### src/rtl/spi_word_pkg.sv
package spi_word_pkg;
  localparam int CTRL_MSTR   = 0;
  localparam int CTRL_CPOL   = 1;
  localparam int CTRL_CPHA   = 2;
  localparam int CTRL_DIV_LO = 3;
  localparam int CTRL_DIV_W  = 3;
  localparam int CTRL_SS_LO  = 10;
  localparam int CTRL_MCS    = 14;
  localparam int CTRL_MSTART = 15;

  typedef enum logic {ST_IDLE, ST_SHIFT} eng_state_e;
endpackage

### src/rtl/spi_sync_fifo.sv
module spi_sync_fifo #(
  parameter int W     = 32,
  parameter int DEPTH = 8
) (
  input  logic         clk_i,
  input  logic         rst_ni,
  input  logic         push_i,
  input  logic [W-1:0] data_i,
  input  logic         pop_i,
  output logic [W-1:0] data_o,
  output logic         full_o,
  output logic         empty_o
);
  localparam int AW = $clog2(DEPTH);

  logic [W-1:0]  mem [DEPTH];
  logic [AW:0]   wp_q, rp_q;
  logic          do_push, do_pop;

  assign empty_o = (wp_q == rp_q);
  assign full_o  = (wp_q[AW] != rp_q[AW]) && (wp_q[AW-1:0] == rp_q[AW-1:0]);
  assign do_push = push_i & ~full_o;
  assign do_pop  = pop_i & ~empty_o;
  assign data_o  = mem[rp_q[AW-1:0]];

  always_ff @(posedge clk_i) begin
    if (do_push) mem[wp_q[AW-1:0]] <= data_i;
  end

  always_ff @(posedge clk_i or negedge rst_ni) begin
    if (!rst_ni) begin
      wp_q <= '0;
      rp_q <= '0;
    end else begin
      if (do_push) wp_q <= wp_q + 1'b1;
      if (do_pop)  rp_q <= rp_q + 1'b1;
    end
  end
endmodule

### src/rtl/spi_half_tick.sv
module spi_half_tick #(
  parameter int CODE_W = 3
) (
  input  logic              clk_i,
  input  logic              rst_ni,
  input  logic              run_i,
  input  logic [CODE_W-1:0] code_i,
  output logic              tick_o
);
  // half-period is 2^code cycles; the largest needs CNT_W bits
  localparam int CNT_W = (1 << CODE_W) - 1;

  logic [CNT_W-1:0] cnt_q, lim;

  assign lim    = CNT_W'((32'd1 << code_i) - 32'd1);
  assign tick_o = run_i && (cnt_q == lim);

  always_ff @(posedge clk_i or negedge rst_ni) begin
    if (!rst_ni)                 cnt_q <= '0;
    else if (!run_i || tick_o)   cnt_q <= '0;
    else                         cnt_q <= cnt_q + 1'b1;
  end
endmodule

### src/rtl/spi_word_shifter.sv
module spi_word_shifter
  import spi_word_pkg::*;
#(
  parameter int WORD_W = 32,
  parameter int CODE_W = 3
) (
  input  logic              clk_i,
  input  logic              rst_ni,
  input  logic              en_i,
  input  logic              cpha_i,
  input  logic              cpol_i,
  input  logic              go_i,
  input  logic [CODE_W-1:0] div_code_i,
  input  logic [WORD_W-1:0] tx_word_i,
  output logic              tx_pop_o,
  output logic [WORD_W-1:0] rx_word_o,
  output logic              rx_push_o,
  output logic              sclk_o,
  output logic              mosi_o,
  input  logic              miso_i,
  output logic              busy_o
);
  localparam int BIT_W = $clog2(WORD_W);
  localparam logic [BIT_W-1:0] LAST_BIT = BIT_W'(WORD_W - 1);

  // serial order k -> word position: low byte first, msb first inside a byte
  function automatic logic [BIT_W-1:0] lane(input logic [BIT_W-1:0] k);
    return {k[BIT_W-1:3], ~k[2:0]};
  endfunction

  eng_state_e        state_q;
  logic [CODE_W-1:0] div_q;
  logic [WORD_W-1:0] sh_q, rx_q;
  logic [BIT_W-1:0]  k_q, k_nxt;
  logic              sclk_q, mosi_q;
  logic              shifting, tick, lead, trail, sample_now;

  assign shifting   = (state_q == ST_SHIFT);
  assign lead       = tick & ~sclk_q;
  assign trail      = tick & sclk_q;
  assign sample_now = cpha_i ? trail : lead;
  assign k_nxt      = k_q + BIT_W'(1);

  spi_half_tick #(.CODE_W(CODE_W)) u_tick (
    .clk_i  (clk_i),
    .rst_ni (rst_ni),
    .run_i  (shifting & en_i),
    .code_i (div_q),
    .tick_o (tick)
  );

  always_comb begin
    rx_word_o            = rx_q;
    rx_word_o[lane(k_q)] = miso_i;
  end

  assign rx_push_o = sample_now & (k_q == LAST_BIT);
  assign tx_pop_o  = ~shifting & go_i;
  assign sclk_o    = sclk_q ^ cpol_i;
  assign mosi_o    = mosi_q;
  assign busy_o    = shifting;

  always_ff @(posedge clk_i or negedge rst_ni) begin
    if (!rst_ni) begin
      state_q <= ST_IDLE;
      div_q   <= '0;
      sh_q    <= '0;
      rx_q    <= '0;
      k_q     <= '0;
      sclk_q  <= 1'b0;
      mosi_q  <= 1'b0;
    end else begin
      case (state_q)
        ST_IDLE: begin
          if (go_i) begin
            state_q <= ST_SHIFT;
            sh_q    <= tx_word_i;
            div_q   <= div_code_i;
            k_q     <= '0;
            sclk_q  <= 1'b0;
            mosi_q  <= tx_word_i[lane(BIT_W'(0))];
          end
        end
        ST_SHIFT: begin
          if (!en_i) begin
            state_q <= ST_IDLE;
            sclk_q  <= 1'b0;
          end else if (tick) begin
            sclk_q <= ~sclk_q;
            if (sample_now)     rx_q[lane(k_q)] <= miso_i;
            if (lead && cpha_i) mosi_q <= sh_q[lane(k_q)];
            if (trail) begin
              k_q <= k_nxt;
              if (k_q == LAST_BIT) state_q <= ST_IDLE;
              else if (!cpha_i)    mosi_q <= sh_q[lane(k_nxt)];
            end
          end
        end
        default: state_q <= ST_IDLE;
      endcase
    end
  end
endmodule

### src/rtl/spi_word_master.sv
module spi_word_master
  import spi_word_pkg::*;
#(
  parameter int WORD_W     = 32,
  parameter int FIFO_DEPTH = 8,
  parameter int NUM_SS     = 4
) (
  input  logic              clk_i,
  input  logic              rst_ni,
  input  logic [31:0]       ctrl_i,
  input  logic              en_i,
  input  logic              start_i,
  input  logic              tx_push_i,
  input  logic [WORD_W-1:0] tx_data_i,
  output logic              tx_full_o,
  input  logic              rx_pop_i,
  output logic [WORD_W-1:0] rx_data_o,
  output logic              rx_empty_o,
  output logic              busy_o,
  output logic              sclk_o,
  output logic              mosi_o,
  input  logic              miso_i,
  output logic [NUM_SS-1:0] ss_no
);
  logic [WORD_W-1:0]     tx_head, rx_word;
  logic                  tx_empty, tx_pop, rx_full, rx_push, go;
  logic [NUM_SS-1:0]     ss_field;
  logic [CTRL_DIV_W-1:0] div_code;
  logic                  unused_ctrl_bits;

  assign unused_ctrl_bits = ^{ctrl_i[31:16], ctrl_i[9:6]};
  assign ss_field = ctrl_i[CTRL_SS_LO +: NUM_SS];
  assign div_code = ctrl_i[CTRL_DIV_LO +: CTRL_DIV_W];

  // a word needs data, room for its answer, and a start permission
  assign go = en_i & ctrl_i[CTRL_MSTR] & ~tx_empty & ~rx_full
            & (~ctrl_i[CTRL_MSTART] | start_i);

  spi_sync_fifo #(.W(WORD_W), .DEPTH(FIFO_DEPTH)) u_tx_fifo (
    .clk_i   (clk_i),
    .rst_ni  (rst_ni),
    .push_i  (tx_push_i),
    .data_i  (tx_data_i),
    .pop_i   (tx_pop),
    .data_o  (tx_head),
    .full_o  (tx_full_o),
    .empty_o (tx_empty)
  );

  spi_sync_fifo #(.W(WORD_W), .DEPTH(FIFO_DEPTH)) u_rx_fifo (
    .clk_i   (clk_i),
    .rst_ni  (rst_ni),
    .push_i  (rx_push),
    .data_i  (rx_word),
    .pop_i   (rx_pop_i),
    .data_o  (rx_data_o),
    .full_o  (rx_full),
    .empty_o (rx_empty_o)
  );

  spi_word_shifter #(.WORD_W(WORD_W), .CODE_W(CTRL_DIV_W)) u_shifter (
    .clk_i      (clk_i),
    .rst_ni     (rst_ni),
    .en_i       (en_i),
    .cpha_i     (ctrl_i[CTRL_CPHA]),
    .cpol_i     (ctrl_i[CTRL_CPOL]),
    .go_i       (go),
    .div_code_i (div_code),
    .tx_word_i  (tx_head),
    .tx_pop_o   (tx_pop),
    .rx_word_o  (rx_word),
    .rx_push_o  (rx_push),
    .sclk_o     (sclk_o),
    .mosi_o     (mosi_o),
    .miso_i     (miso_i),
    .busy_o     (busy_o)
  );

  assign ss_no = (ctrl_i[CTRL_MCS] || busy_o) ? ss_field : '1;
endmodule

### config.mk
export PLATFORM = sky130hd
export DESIGN_NAME = spi_word_master
export DESIGN_NICKNAME = d
export VERILOG_FILES = /design/src/rtl/spi_word_pkg.sv /design/src/rtl/spi_sync_fifo.sv /design/src/rtl/spi_half_tick.sv /design/src/rtl/spi_word_shifter.sv /design/src/rtl/spi_word_master.sv
export SDC_FILE = /design/constraint.sdc
export NUM_CORES = 1
export LEC_CHECK = 0
export BUFFER_PORTS_ARGS = -buffer_cell sky130_fd_sc_hd__clkbuf_2
export CELL_PAD_IN_SITES_DETAIL_PLACEMENT = 0
export CELL_PAD_IN_SITES_GLOBAL_PLACEMENT = 1
export CORE_MARGIN = 2
export CORE_UTILIZATION = 54
export DETAILED_ROUTE_END_ITERATION = 16
export PLACE_DENSITY_LB_ADDON = 0.1
export SLEW_MARGIN = 20
export SYNTH_ARGS = -nofsm -noshare
export SYNTH_HDL_FRONTEND = slang
export SYNTH_SLANG_ARGS = --single-unit
### constraint.sdc
create_clock -name clk_i -period 5.63 [get_ports clk_i]
set_input_delay 1.126 -clock clk_i [delete_from_list [all_inputs] [get_ports clk_i]]
set_output_delay 1.126 -clock clk_i [all_outputs]
set_load 0.1 [all_outputs]
# --- After elaboration in Yosys (flattened, before gate mapping) ---
# Memory sizes are Yosys's and may differ from the RTL's.
# Cells that the tools add are included.
word_totals:
  ff_bits: 98
  ram_bits: 512
  in_bits: 71
  wordCells: 112
  n_memories: 2
op_classes:
  add_sub_neg: 7
  n_lt_le_gt_ge: 3
  n_eq_ne: 13
  shift: 1
  mux: 37
  bitwise: 24
  n_reduce_logical: 13
memory_table:
  columns: ["name", "words", "word_bits", "rd", "rd_clocked_by_memory_dff", "wr", "line_no", "text"]
  rows:
  - ["u_rx_fifo.mem", 8, 32, 1, 0, 1, "spi_sync_fifo.sv:16", "logic [W-1:0] mem [DEPTH];"]
  - ["u_tx_fifo.mem", 8, 32, 1, 0, 1, "spi_sync_fifo.sv:16", null]
op_table:
  columns: ["operator", "n"]
  rows:
  - ["32-bit bitwise mux", 1]
  - ["1-bit 2-to-1 mux", 23]
  - ["5-bit 2-to-1 mux", 4]
  - ["4-bit by 1-bit adder with 4-bit output, second input constant", 4]
  - ["1-bit bitwise AND", 13]
  - ["5-bit by 6-bit < comparator with 1-bit output, second input constant", 2]
  - ["1-bit binary-select mux with 5-bit select", 2]
  - ["5-bit case mux with 2 select lines", 1]
  - ["4-bit equality test", 2]
  - ["4-bit AND reduction", 2]
  - ["7-bit by 1-bit adder with 7-bit output, second input constant", 1]
  - ["7-bit equality test", 1]
  - ["7-bit 2-to-1 mux", 1]
  - ["1-bit inverter", 7]
  - ["1-bit by 3-bit << shifter with 7-bit output, first input constant", 1]
  - ["7-bit by 1-bit subtractor with 7-bit output, second input constant", 1]
  - ["3-bit equality test", 2]
  - ["2-bit != test, second input constant", 3]
  - ["3-bit inverter", 2]
  - ["1-bit case mux with 2 select lines", 3]
  - ["5-bit by 1-bit adder with 5-bit output, second input constant", 1]
  - ["1-bit demux with 5-bit select", 1]
  - ["5-bit equality test, second input constant", 1]
  - ["5-bit by 1-bit greater-or-equal comparator with 1-bit output, second input constant", 1]
  - ["other kinds (11)", 18]

# --- Longest topological paths before layout ---
depth:
  depth_word: 13
  ltp_mapped: 12
  ltp_nobuf: 9

# --- Cells and area by module ---
# From an unflattened synthesis, not the netlist that was laid out.
unflattened:
  cells_unflattened: 1265
  hier_area_um2: 25498.2
by_module_without_submodules:
  columns: ["module", "instances", "cells_each", "area_each_um2", "seq_area_each_um2"]
  rows:
  - ["spi_sync_fifo (u_tx_fifo)", 1, 428, 10396.2, 7887.6]
  - ["spi_sync_fifo (u_rx_fifo)", 1, 430, 10369.9, 7887.6]
  - ["spi_word_shifter", 1, 345, 4172.8, 1876.8]
  - ["spi_half_tick", 1, 54, 508.0, 175.2]
  - ["spi_word_master", 1, 8, 51.3, 0.0]

# --- Worst setup path before layout ---
# Ideal clock, no wire load.
synth_path:
  kind: "reg-to-reg"
  from: "register u_shifter.div_q[2]"
  to: "memory u_rx_fifo.mem[0][0], enable pin"
  arrival_time_ns: 4.521
  path_slack_ns: 0.647
  path_stages_with_launch: 11
  n_path_buf: 2
  period_less_slack_ns: 4.983
  cell_sequence: "dfrtp_1 clkbuf_1 or3_1 ha_1 buf_2 xor2_1 and4_1 o211a_1 nand4_4 nand3b_1 nor3_1"
synth_between:
  elab_chain_len: 10
  word_cells_on_any_way: 11
  cone_classes: "add/sub (1); eq/ne (1); shift (1); mux (3); bitwise (4); reduce/logical (1)"
synth_lines:
  columns: ["item", "line_no", "text"]
  rows:
  - ["start, declared", "spi_word_shifter.sv:32", "logic [CODE_W-1:0] div_q;"]
  - ["start signal, assigned", "spi_word_shifter.sv:78", "div_q <= div_code_i;"]
  - ["1-bit by 3-bit << shifter with 7-bit output (*)", "spi_half_tick.sv:15", "assign lim = CNT_W'((32'd1 << code_i) - 32'd1);"]
  - ["7-bit by 1-bit subtractor with 7-bit output (*)", "spi_half_tick.sv:15", null]
  - ["7-bit equality test (*)", "spi_half_tick.sv:16", "assign tick_o = run_i && (cnt_q == lim);"]
  - ["1-bit logical AND (*)", "spi_half_tick.sv:16", null]
  - ["1-bit bitwise AND (on tied branches)", "spi_word_shifter.sv:39, spi_word_shifter.sv:40", null]
  - ["1-bit 2-to-1 mux (*)", "spi_word_shifter.sv:41", "assign sample_now = cpha_i ? trail : lead;"]
  - ["1-bit bitwise AND (*)", "spi_word_shifter.sv:57", "assign rx_push_o = sample_now & (k_q == LAST_BIT);"]
  - ["1-bit bitwise AND (*)", "spi_sync_fifo.sv:22", "assign do_push = push_i & ~full_o;"]
  - ["1-bit 2-to-1 mux (*)", "spi_sync_fifo.sv:27", "if (do_push) mem[wp_q[AW-1:0]] <= data_i;"]
  - ["1-bit 2-to-1 mux (not written as such) (*)", "spi_sync_fifo.sv:27", null]
  - ["end, declared", "spi_sync_fifo.sv:16", null]
# Every way passes the cells marked *; elsewhere a longest branch is shown, timed or not.

# --- Worst setup path after layout ---
layout_path:
  from: "register u_rx_fifo.rp_q[0]"
  to: "output port rx_data_o[24]"
layout_between:
  elab_chain_len: 1
layout_lines:
  columns: ["item", "line_no", "text"]
  rows:
  - ["start, declared", "spi_sync_fifo.sv:17", "logic [AW:0] wp_q, rp_q;"]
  - ["start signal, assigned", "spi_sync_fifo.sv:36", "if (do_pop) rp_q <= rp_q + 1'b1;"]
  - ["memory 8 x 32 bit", null, null]
  - ["end, declared", "spi_word_master.sv:17", "output logic [WORD_W-1:0] rx_data_o,"]
# No other way between the ends.

==> results.txt <==
----------------------------------------------------
[Status]
  Run status ... finished clean

[Finish]
  Highest-count cells in the layout ignoring fill and taps ... 512 x edfxtp_1, 144 x mux4_2, 99 x mux2_2
  Layout cell share with drive strength beyond 1 ... 33.9%
  Number of nets in the final layout ... 1460
  Layout area overhead ... 12.8%
  Most common cell after layout, fill and taps aside ... edfxtp_1
  Non-filler cells in the finished layout ... 2030
  Filler cell count ... 3312
  Antenna cells ... 0

[Route]
  Post-detailed-route count of antenna-violating nets ... 0
  Mean routed wirelength per cell ... 23.4 µm
  Vias per inst ... 5.77
  Number of design-rule violations left by the first detailed-router iteration ... 759
  Final wirelength ... 47400 µm
  Number of iterations in the first detailed-routing pass ... 5
  Total DRC errors in the routed layout ... 0
  Vias ... 11700

[Pwr]
  Reported leakage power ... 9.71 nW
  Fraction of power consumed by sequential logic ... 41.7%
  Power after layout ... 13.9 mW
  Switching part of the total ... 34.8%
  Share of total power in combinational logic ... 30.8%
  Cell area power density ... 500 nW/µm²
  Power Internal ... 9.07 mW
  Fraction of power consumed by the clock network ... 27.5%
  Psw ... 4.84 mW
  Maximum ir drop on the vdd rail ... 0.500 mV

[CTS]
  Total of hold buffers inserted after clock tree synthesis ... 0
  H-tree depth ... 2
  Clk sinks ... 610
  Later-pin clock latency in the skew report ... 0.62 ns
  Worst-path clk slew ... 0.06 ns
  Buffer type at the clock tree root ... clkbuf_16
  Num CTS Buffers ... 60
  Post CTS Setup Buffer Count ... 0
  Count of instances resized after the clock tree is built ... 0
  CTS tree ... built
  Deepest clock path buffer count ... 3

[GRT]
  Remaining global-route overflow ... 0
  Maximum number of pins on one net before global-route repair ... 75
  Number of antenna violations at the first check in global routing ... 0
  Total routing usage reported by global routing ... 20.8%
  Number of global-route vias before repair ... 12400
  Wire length of the first global-routing pass ... 73500 µm

[Synth]
  Main flop type after synthesis ... edfxtp_1
  Synthesis Warnings ... 0
  Share of synthesized flip-flops with an asynchronous set or reset ... 16.1%
  Mapped Nets ... 1350
  Average size of a mapped cell ... 19.4 µm²
  Synthesized cell area ... 24700 µm²
  Distinct cells, synth ... 53
  Gate Count Post-Synth ... 1268
  Number of flip-flops and latches in the synthesized netlist ... 610
  Part of the Yosys area used for sequential elements ... 72.3%
  Count of flip-flops with a built-in enable after synthesis ... 512

[Timing]
  Hold slack final ... 0.492 ns
  Number of hold-slack violations in the final timing report ... 0
  Setup violations, final ... 0
  Setup TNS ... 0 ns
  RSZ-0062 raised after global routing ... false
  Max Transition Viols Final ... 0
  Worst-margin pin slew ... 0.989 ns
  Min Tclk post-route ... 4.32 ns
  Worst Clk Skew ... 0.0131 ns
  Final worst-path cycle share ... 76.8%
  Achievable Freq ... 0.231 GHz
  Slew Limit Headroom ... 33.9%

[Place]
  Gp weighted congestion ... 0.728
  Placed instance count ... 1916
  HPWL reported at the end of detailed placement ... 27200 µm
  Number of input and output port buffers inserted ... 91

[Critical path]
  Arrival time at the worst endpoint ... 3.20 ns
  Worst Path Required ... 4.50 ns
  Crit path max fanout ... 37
  CP endpoint kind ... primary output
  Element type at the critical path start ... register
  Critical Setup Path Class ... reg2out

[Die]
  Chip width ... 218 µm
  Number of top-level pins ... 112
  Die boundary height ... 218 µm
  Placement Rows ... 78
  Core area ... 45200 µm²
  Effective utilization at floorplan ... 54.6%
  Area of the die ... 47400 µm²

[Hold path]
  Path class of the lowest-slack min-delay path ... reg2reg

[Flow run]
  Max_cap viols ... 0

----------------------------------------------------
[synthesized netlist by cell type (all sizes together) (5+ instances only)]
master / count / area, µm²
edfxtp: 512 / 15400
mux4: 144 / 3240
mux2: 99 / 1110
dfrtp: 98 / 2450
nand2: 87 / 327
clkbuf: 39 / 149
o21ai: 38 / 190
mux2i: 34 / 340
buf: 33 / 168
nor2: 29 / 109
xor2: 17 / 149
xnor2: 16 / 140
inv: 12 / 45.0
nand3: 12 / 60.1
ha: 11 / 138
nand2b: 11 / 68.8
nor3: 10 / 55.1
and3: 7 / 43.8
nor2b: 5 / 31.3
[worst paths after layout]
kind	slack [ns]	end	from	cells past startpoint
setup / recovery	1.31	rx_data_o[24]	u_rx_fifo.rp_q[0]	4
hold / removal	0.49	u_tx_fifo.wp_q[3]	u_tx_fifo.wp_q[3]	1
setup reg to reg	1.61	u_rx_fifo.mem[1][9]	u_shifter.div_q[2]	10
hold reg to reg	0.49	u_tx_fifo.wp_q[3]	u_tx_fifo.wp_q[3]	1
max in group asynchronous	3.91	u_tx_fifo.rp_q[2]	rst_ni	2
min in group asynchronous	0.62	u_tx_fifo.wp_q[1]	rst_ni	1
[registers in the layout, indices dropped and copies added (netlist names)]
| signal | flops |
|---|---|
| u_tx_fifo.mem | 256 |
| u_tx_fifo.wp_q | 4 |
| u_rx_fifo.mem | 256 |
| u_shifter.mosi_o | 1 |
| u_shifter.rx_q | 32 |
| u_shifter.k_q | 5 |
| u_shifter.div_q | 3 |
| u_tx_fifo.rp_q | 4 |
| u_shifter.sclk_q | 1 |
| u_shifter.u_tick.cnt_q | 7 |
| u_shifter.sh_q | 32 |
| u_rx_fifo.rp_q | 4 |
| u_shifter.busy_o | 1 |
| u_rx_fifo.wp_q | 4 |
[area by class of cell]
type / instances / area [µm²] / area share, %
sequential: 610 / 17800 / 64.1
clock inverter: 32 / 248 / 0.890
clock buffer: 82 / 1650 / 5.91
multi-input combinational: 574 / 6580 / 23.7
timing repair buffer: 120 / 713 / 2.56
inverter: 12 / 45.0 / 0.162
tap: 600 / 751 / 2.70
[stage by stage]
stage	util, %	area [µm²]	worst slack (ns)
final	61.6	27800	1.31
after global routing	61.6	27800	1.13
after CTS	61.6	27800	1.20
after detailed placement	57.4	25900	1.59
after global placement	57.4	25900	1.64
after floorplan	-	24700	0.647
[critical path: stages (launching register included)]
cell,delay (ns)
dfrtp_4,0.90
buf_4,0.38
mux4_2,0.54
mux2_2,0.32
clkbuf_2,0.38
[power by group through the flow]
| stage | combinational, mW | sequential (mW) | clock, mW |
|---|---|---|---|
| 2_1_floorplan | 3.71 | 5.61 | 0 |
| 3_3_place_gp | 4.34 | 5.90 | 0 |
| 3_5_place_dp | 4.36 | 5.92 | 0 |
| 4_1_cts | 4.37 | 5.83 | 3.91 |
| 5_1_grt | 4.55 | 5.89 | 4.07 |
| 6_report | 4.28 | 5.81 | 3.83 |
[metal layers]
metal	part of all wire (%)	global-route usage [%]
met5	0	0
met4	1.8	5.75
met3	3.2	2.93
met2	54	37.4
met1	41	26.6
[cell families (layout without fill, tap and decap cells)]
| group | Yosys count | after routing | share of synthesized area [%] |
|---|---|---|---|
| compound gates | 64 | 64 | 1.71 |
| xor+xnor | 33 | 33 | 1.17 |
| fa+ha+maj | 11 | 11 | 0.558 |
| buf+inv | 84 | 246 | 1.47 |
| flops | 610 | 610 | 72.3 |
| mux | 277 | 277 | 19.1 |
| simple gates | 189 | 189 | 3.74 |
Note: power is estimated with default switching activity, not from simulation.
